$ cat src/rtl/pbus_reg_writer.sv
module pbus_reg_writer #(
  parameter int CW = 12,
  parameter int SW = 8,
  parameter int BW = 8
) (
  input  logic          clk,
  input  logic          rst_n,
  input  logic          sel_n,
  input  logic          wstb_n,
  input  logic          word_mode,
  input  logic          tgt_shadow,
  input  logic [CW-1:0] din,
  output logic [CW-1:0] ctrl_q,
  output logic [SW-1:0] shadow_q,
  output logic          ctrl_upd,
  output logic          shadow_upd,
  output logic          seq_err
);
  localparam int HW = CW - BW;

  logic [2:0]    sync;
  logic          rise;
  logic          mode_q;
  logic          pend_vld;
  logic [BW-1:0] pend;
  logic          hi_sel;
  logic          hi_ok;

  assign rise   = sync[1] & ~sync[2];
  assign hi_sel = din[BW];
  assign hi_ok  = pend_vld && (din[BW-1:HW] == '0);

  always_ff @(posedge clk or negedge rst_n)
    if (!rst_n) sync <= '1;
    else        sync <= {sync[1:0], sel_n | wstb_n};

  always_ff @(posedge clk or negedge rst_n)
    if (!rst_n) mode_q <= 1'b1;
    else        mode_q <= word_mode;

  always_ff @(posedge clk or negedge rst_n) begin
    if (!rst_n) begin
      ctrl_q     <= '0;
      shadow_q   <= '0;
      ctrl_upd   <= 1'b0;
      shadow_upd <= 1'b0;
      seq_err    <= 1'b0;
      pend_vld   <= 1'b0;
      pend       <= '0;
    end else begin
      ctrl_upd   <= 1'b0;
      shadow_upd <= 1'b0;
      if (rise && tgt_shadow) begin
        shadow_q   <= din[SW-1:0];
        shadow_upd <= 1'b1;
      end else if (rise && word_mode) begin
        ctrl_q   <= din;
        ctrl_upd <= 1'b1;
        pend_vld <= 1'b0;
      end else if (rise && !hi_sel) begin
        pend     <= din[BW-1:0];
        pend_vld <= 1'b1;
      end else if (rise && hi_ok) begin
        ctrl_q   <= {din[HW-1:0], pend};
        ctrl_upd <= 1'b1;
        pend_vld <= 1'b0;
      end else if (rise) begin
        seq_err  <= 1'b1;
        pend_vld <= 1'b0;
      end
      if (word_mode != mode_q) pend_vld <= 1'b0;
    end
  end

  p_ctrl_pulse_one_r10: assert property (@(posedge clk) disable iff (!rst_n)
    ctrl_upd |=> !ctrl_upd);
  p_shadow_pulse_one_r10: assert property (@(posedge clk) disable iff (!rst_n)
    shadow_upd |=> !shadow_upd);
  p_ctrl_change_pulse_r10: assert property (@(posedge clk) disable iff (!rst_n)
    (ctrl_q != $past(ctrl_q)) |-> ctrl_upd);
  p_shadow_change_pulse_r10: assert property (@(posedge clk) disable iff (!rst_n)
    (shadow_q != $past(shadow_q)) |-> shadow_upd);
  p_one_target_r7: assert property (@(posedge clk) disable iff (!rst_n)
    !(ctrl_upd && shadow_upd));
  p_err_sticky_r11: assert property (@(posedge clk) disable iff (!rst_n)
    seq_err |=> seq_err);
  p_mode_flush_r9: assert property (@(posedge clk) disable iff (!rst_n)
    (word_mode != mode_q) |=> !pend_vld);
  p_upd_needs_edge_r8: assert property (@(posedge clk) disable iff (!rst_n)
    (ctrl_upd || shadow_upd) |-> $past(sync[1]));
  p_byte_nibble_r4: assert property (@(posedge clk) disable iff (!rst_n)
    (ctrl_upd && !word_mode && !$past(word_mode)) |-> (ctrl_q[CW-1:CW-HW] == $past(din[HW-1:0])));
endmodule

$ cat config.mk
export PLATFORM = sky130hd
export DESIGN_NAME = pbus_reg_writer
export DESIGN_NICKNAME = d
export VERILOG_FILES = /design/src/rtl/pbus_reg_writer.sv
export SDC_FILE = /design/constraint.sdc
export NUM_CORES = 1
export LEC_CHECK = 0
export ABC_AREA = 1
export BUFFER_PORTS_ARGS = -buffer_cell sky130_fd_sc_hd__buf_2
export CORE_UTILIZATION = 46
export DETAILED_ROUTE_END_ITERATION = 7
export PLACE_DENSITY = 0.79
export SLEW_MARGIN = 40
export SYNTH_ARGS = -nofsm -noshare
export SYNTH_HDL_FRONTEND = slang
export SYNTH_SLANG_ARGS = --single-unit
$ cat constraint.sdc
create_clock -name clk -period 1.45 [get_ports clk]
set_clock_uncertainty 0.15 [all_clocks]
set_input_delay 0 -clock clk [delete_from_list [all_inputs] [get_ports clk]]
set_output_delay 0 -clock clk [all_outputs]
set_load 0.005 [all_outputs]
# Yosys cells after proc, flatten, opt, wreduce, memory -nomap -nowiden
# Index checks and enable logic that the tools add are counted.
classes:
  magnitude_cmp: 0
  n_shift: 0
  n_div: 0
  muxes: 14
  mul: 0
  n_eq_ne: 3
  bitwise_logic: 7
  add_sub_neg: 0
  n_reduce_logical: 13
op_table:
  columns: ["operator", "n"]
  rows:
  - ["2-to-1 mux 12 bit", 3]
  - ["2-to-1 mux 1 bit", 11]
  - ["AND reduction 3 bit", 2]
  - ["logical AND 1 bit", 5]
  - ["inverter 1 bit", 5]
  - ["AND reduction 5 bit", 1]
  - ["nonzero test 5 bit", 1]
  - ["logical NOT 4 bit", 1]
  - ["!= test 2 x 1 -> 1 bit (second input constant)", 1]
  - ["!= test 2 bit (second input constant)", 1]
  - ["AND reduction 2 bit", 1]
  - ["nonzero test 2 bit", 1]
  - ["bitwise AND 1 bit", 1]
  - ["logical NOT 1 bit", 1]
  - ["!= test 1 bit", 1]
  - ["bitwise OR 1 bit", 1]
totals:
  reg_bits: 36
  latchBits: 0
  word_cells: 46
  mem_bits_rw: 0
  rom_bits: 0
  out_inout_bits: 23
  mem_count: 0
  in_bits: 18

# Depth between registers and ports, before layout
logic_depth:
  depth_word: 8
  mapped_depth: 9
  mapped_depth_nobuf: 8

# Least setup slack after synthesis
# No wires, ideal clock.
synth_timing:
  path_type: "register -> register"
  startpoint: "register sync[1]"
  endpoint: "register ctrl_q[10]"
  t_arrival_ps: 1183
  required_ps: 1184
  setup_time_ps: 116
  synth_period_minus_slack_ps: 1450
  n_path_buf: 1
  path_stages_with_launch: 9
  setup_slack_ps: 0
  cell_sequence: "dfstp_2 -> inv_2 -> nor2_4 -> nand2_2 -> nand2_2 -> nand2_2 -> buf_4 -> nand2_1 -> nand2_1"
synth_between:
  elab_chain_len: 4
  word_cells_on_any_way: 10
  cone_classes: "eq/ne (1); mux (1); bitwise (2); reduce/logical (6)"
synth_rtl:
  columns: ["item", "line_no", "text"]
  rows:
  - ["start: declaration", "21", "logic [2:0] sync;"]
  - ["start signal: assignment", "35", "else sync <= {sync[1:0], sel_n | wstb_n};"]
  - ["bitwise AND 1 bit *", "29", "assign rise = sync[1] & ~sync[2];"]
  - ["logical AND 1 bit, on equally long branches", null, null]
  - ["!= test 2 bit (no source line), or another cell as far along", null, null]
  - ["AND reduction 3 bit (no source line)", null, null]
  - ["end signal: assignment", "57", "ctrl_q <= din;"]
  - ["end signal: assignment", "64", "ctrl_q <= {din[HW-1:0], pend};"]
  - ["end: declaration", "13", "output logic [CW-1:0] ctrl_q,"]
# Every way passes the cells marked *; elsewhere a longest branch is shown, timed or not.
# A chain may end at the register's enable or synchronous reset.

# Final worst setup path
layout_timing:
  startpoint: "register sync[1]"
  endpoint: "register ctrl_q[11]"
# The elaborated chain is that of the path after synthesis.

==> metrics.yaml <==
drt-vias-per-instance: 4.65
gp_congestion: 0.776
hold_violations: 0
insertion_delay_ns: 0.34
crit_fanout: 6
syn_area_per_cell_um2: 8.48
leakagePower_nw: 1.23
rr_startpoint: "sync[1]"
cp_num_cells: 9
ant_nets: 0
syn_to_final_growth_pct: 44.3
min_period_over_period: 1.11
failed_checks: "negative setup slack"
cp_top_family: "flip-flops"
cts_tree: "yes"
synthesis.nets: 202
final_cell_mix: "nand2_1, buf_2, dfrtp_1"
wl_mm: 3.62
fillers: 241
io_buffer_count: 40
reg2reg_slack_ns: -0.16
ctsHtreeMaxLevel: 2
pwr-share-comb: 0.232
crit_type: "flip-flop to flip-flop"
clk_pin_slew_ns: 0.10
irDropWorstVdd_uv: 642
ys_seq_area_frac: 0.581
ff2ff_path_depth: 9
ctsLongestPathBuffers: 2
vias: 1394
grt_max_degree: 21
status: "finished, violations left"
fin_crit_ns: 1.61
grt_pass1_wl_mm: 5.49
dieArea_mm2: 0.00363
layout_commonest_cell: "nand2_1"
max_freq_mhz: 620
critical_path.cell_chain: "buf_6 -> inv_4 -> nor2_4 -> nand2_4 -> clkbuf_16 -> nand2_1 -> nand2_1 -> nand3_1 -> nand2_1"
grtUsageTotal: 0.215
setup_ws_ns: -0.163
power.density_mw_per_mm2: 1060
start_util: 0.499
syn_inst: 184
rr_endpoint: "ctrl_q[11]"
crit_slowest_cell: "dfstp_2"
fin_nets: 273
dpl.hpwl_mm: 2.30
path_buf_inv: 3
netlist_area_mm2: 0.00156
p_sw_mw: 0.683
synth-seq-cells: 36
ys_types: 21
cts_buffers: 5
critPathMostFrequentCell: "nand2_1"
antenna_found_initial: 0
wire_per_inst_um: 12.1
io_pins: 41
drcViolationCount: 0
slew_headroom: 0.594
switching_share: 0.286
core_mm2: 0.00313
antennaDiodeCount: 0
setup_violations: 31
cp-start-kind: "flip-flop"
worst_ep_required_time_ns: 1.53
final-seq-area_um2: 906
finalMaxSlewViolations: 0
p_clk_frac: 0.230
endpoint_kind: "flip-flop"
grt_pass1_vias: 1167
die_h_um: 60.2
cts.sinks: 36
cts-root-buf: "clkbuf_4"
holdWs_ns: 0.0125
arrival_ns: 1.70
std_cell_rows: 20
drive_gt1_frac: 0.336
tightest_slew_ns: 0.609
dr.first_iter.drc_count: 55
maxCapViolations: 0
rsz0062_at_grt: "yes"
hp-class: "primary input to async pin"
dr.pass1.iters: 4
internal-power_mw: 1.70
design_area_mm2: 0.00225
cpPeakStageDelay_ns: 0.58
placed_area_mm2: 0.00188
die_x_um: 60.2
yosys_warnings: 0
multi_input_area_um2: 627
seq_power_share: 0.538
grt_overflow_total: 0
==> cells by family (layout without fill, tap and decap cells) <==
kind of cell           after synthesis  count (layout)  share of synthesized area
AO/OA/AOI/OAI                       19              19                     0.0650
XOR/XNOR                             1               1                    0.00561
buffers and inverters               21              93                     0.0642
flip-flops                          36              36                      0.581
AND/OR/NAND/NOR                    107             107                      0.285
==> worst register-to-register path, delay by kind of cell (launching register included) <==
kind / cells / cell delay, ns
simple gates: 6 / 0.46
flops: 1 / 0.58
buf+inv: 3 / 0.31
==> sequential cells by signal (all words and copies together), names as in the netlist, 3 cells and up <==
name,cells
shadow_q,8
pend,8
ctrl_q,12
sync,3
==> how the worst max path moves through the flow <==
stage	slack [ns]	startpoint	to
after global routing	-0.26	sync[1]	ctrl_q[10]
final	-0.16	sync[1]	ctrl_q[11]
after floorplan	0.0003	sync[1]	ctrl_q[10]
after global placement	-0.17	sync[1]	ctrl_q[2]
after detailed placement	-0.21	sync[1]	ctrl_q[1]
after CTS	-0.12	sync[1]	ctrl_q[11]
==> final cells by class <==
| class | instances | area share |
|---|---|---|
| well taps | 44 | 0.0244 |
| flip-flops and latches | 36 | 0.402 |
| inverters | 14 | 0.0244 |
| clock inverters | 1 | 0.00333 |
| multi-input cells | 127 | 0.278 |
| repair buffers | 71 | 0.243 |
| clock buffers | 7 | 0.0244 |
==> layer usage <==
metal	vias to the layer above	global-route usage	routed length [um]
li1	710	-	-
met1	629	0.297	1660
met2	49	0.319	1690
met3	6	0.0649	211
met4	0	0.0797	60
met5	-	0	0
==> Yosys cell counts <==
cell type / instances / area share
buf_2: 2 / 0.0064
nand3_1: 12 / 0.038
nand2_1: 82 / 0.20
buf_4: 3 / 0.014
dfstp_2: 4 / 0.067
o21ai_1: 8 / 0.026
inv_2: 2 / 0.0048
nand4_1: 1 / 0.0040
nor2_1: 4 / 0.0096
o21ai_2: 1 / 0.0056
dfrtp_1: 32 / 0.51
nor2_4: 1 / 0.0072
or2_2: 1 / 0.0040
nand2_2: 5 / 0.020
o21bai_1: 1 / 0.0048
buf_6: 1 / 0.0072
nor2_2: 1 / 0.0040
inv_1: 12 / 0.029
o21ai_0: 9 / 0.029
clkbuf_1: 1 / 0.0024
xnor2_1: 1 / 0.0056
==> power by group through the flow <==
stage	Combinational, mW	Sequential (mW)	Clock [mW]
final	0.554	1.28	0.550
after global routing	0.629	1.30	0.618
after CTS	0.523	1.28	0.571
after detailed placement	0.479	1.29	0
after global placement	0.468	1.29	0
after floorplan	0.223	1.30	0
==> timing repair <==
action	4_1_cts	5_1_grt
buffers inserted	0	2
endpoints found under the setup margin	31	45
hold endpoints to repair	69	0
pin swaps	0	3
cloned	0	1
resized for setup	6	19
hold buffers	18	0
==> stage by stage <==
step | util | power [mW] | setup slack (ns) | setup TNS, ns | instances
after floorplan | - | 1.53 | 0.000307 | 0 | 184
after global placement | 0.601 | 1.76 | -0.166 | -2.52 | 271
after detailed placement | 0.601 | 1.77 | -0.212 | -3.62 | 271
after CTS | 0.686 | 2.37 | -0.119 | -2.27 | 297
after global routing | 0.720 | 2.55 | -0.258 | -5.93 | 300
final | 0.720 | 2.39 | -0.163 | -3.48 | 300
Note: power is estimated with default switching activity, not from simulation.
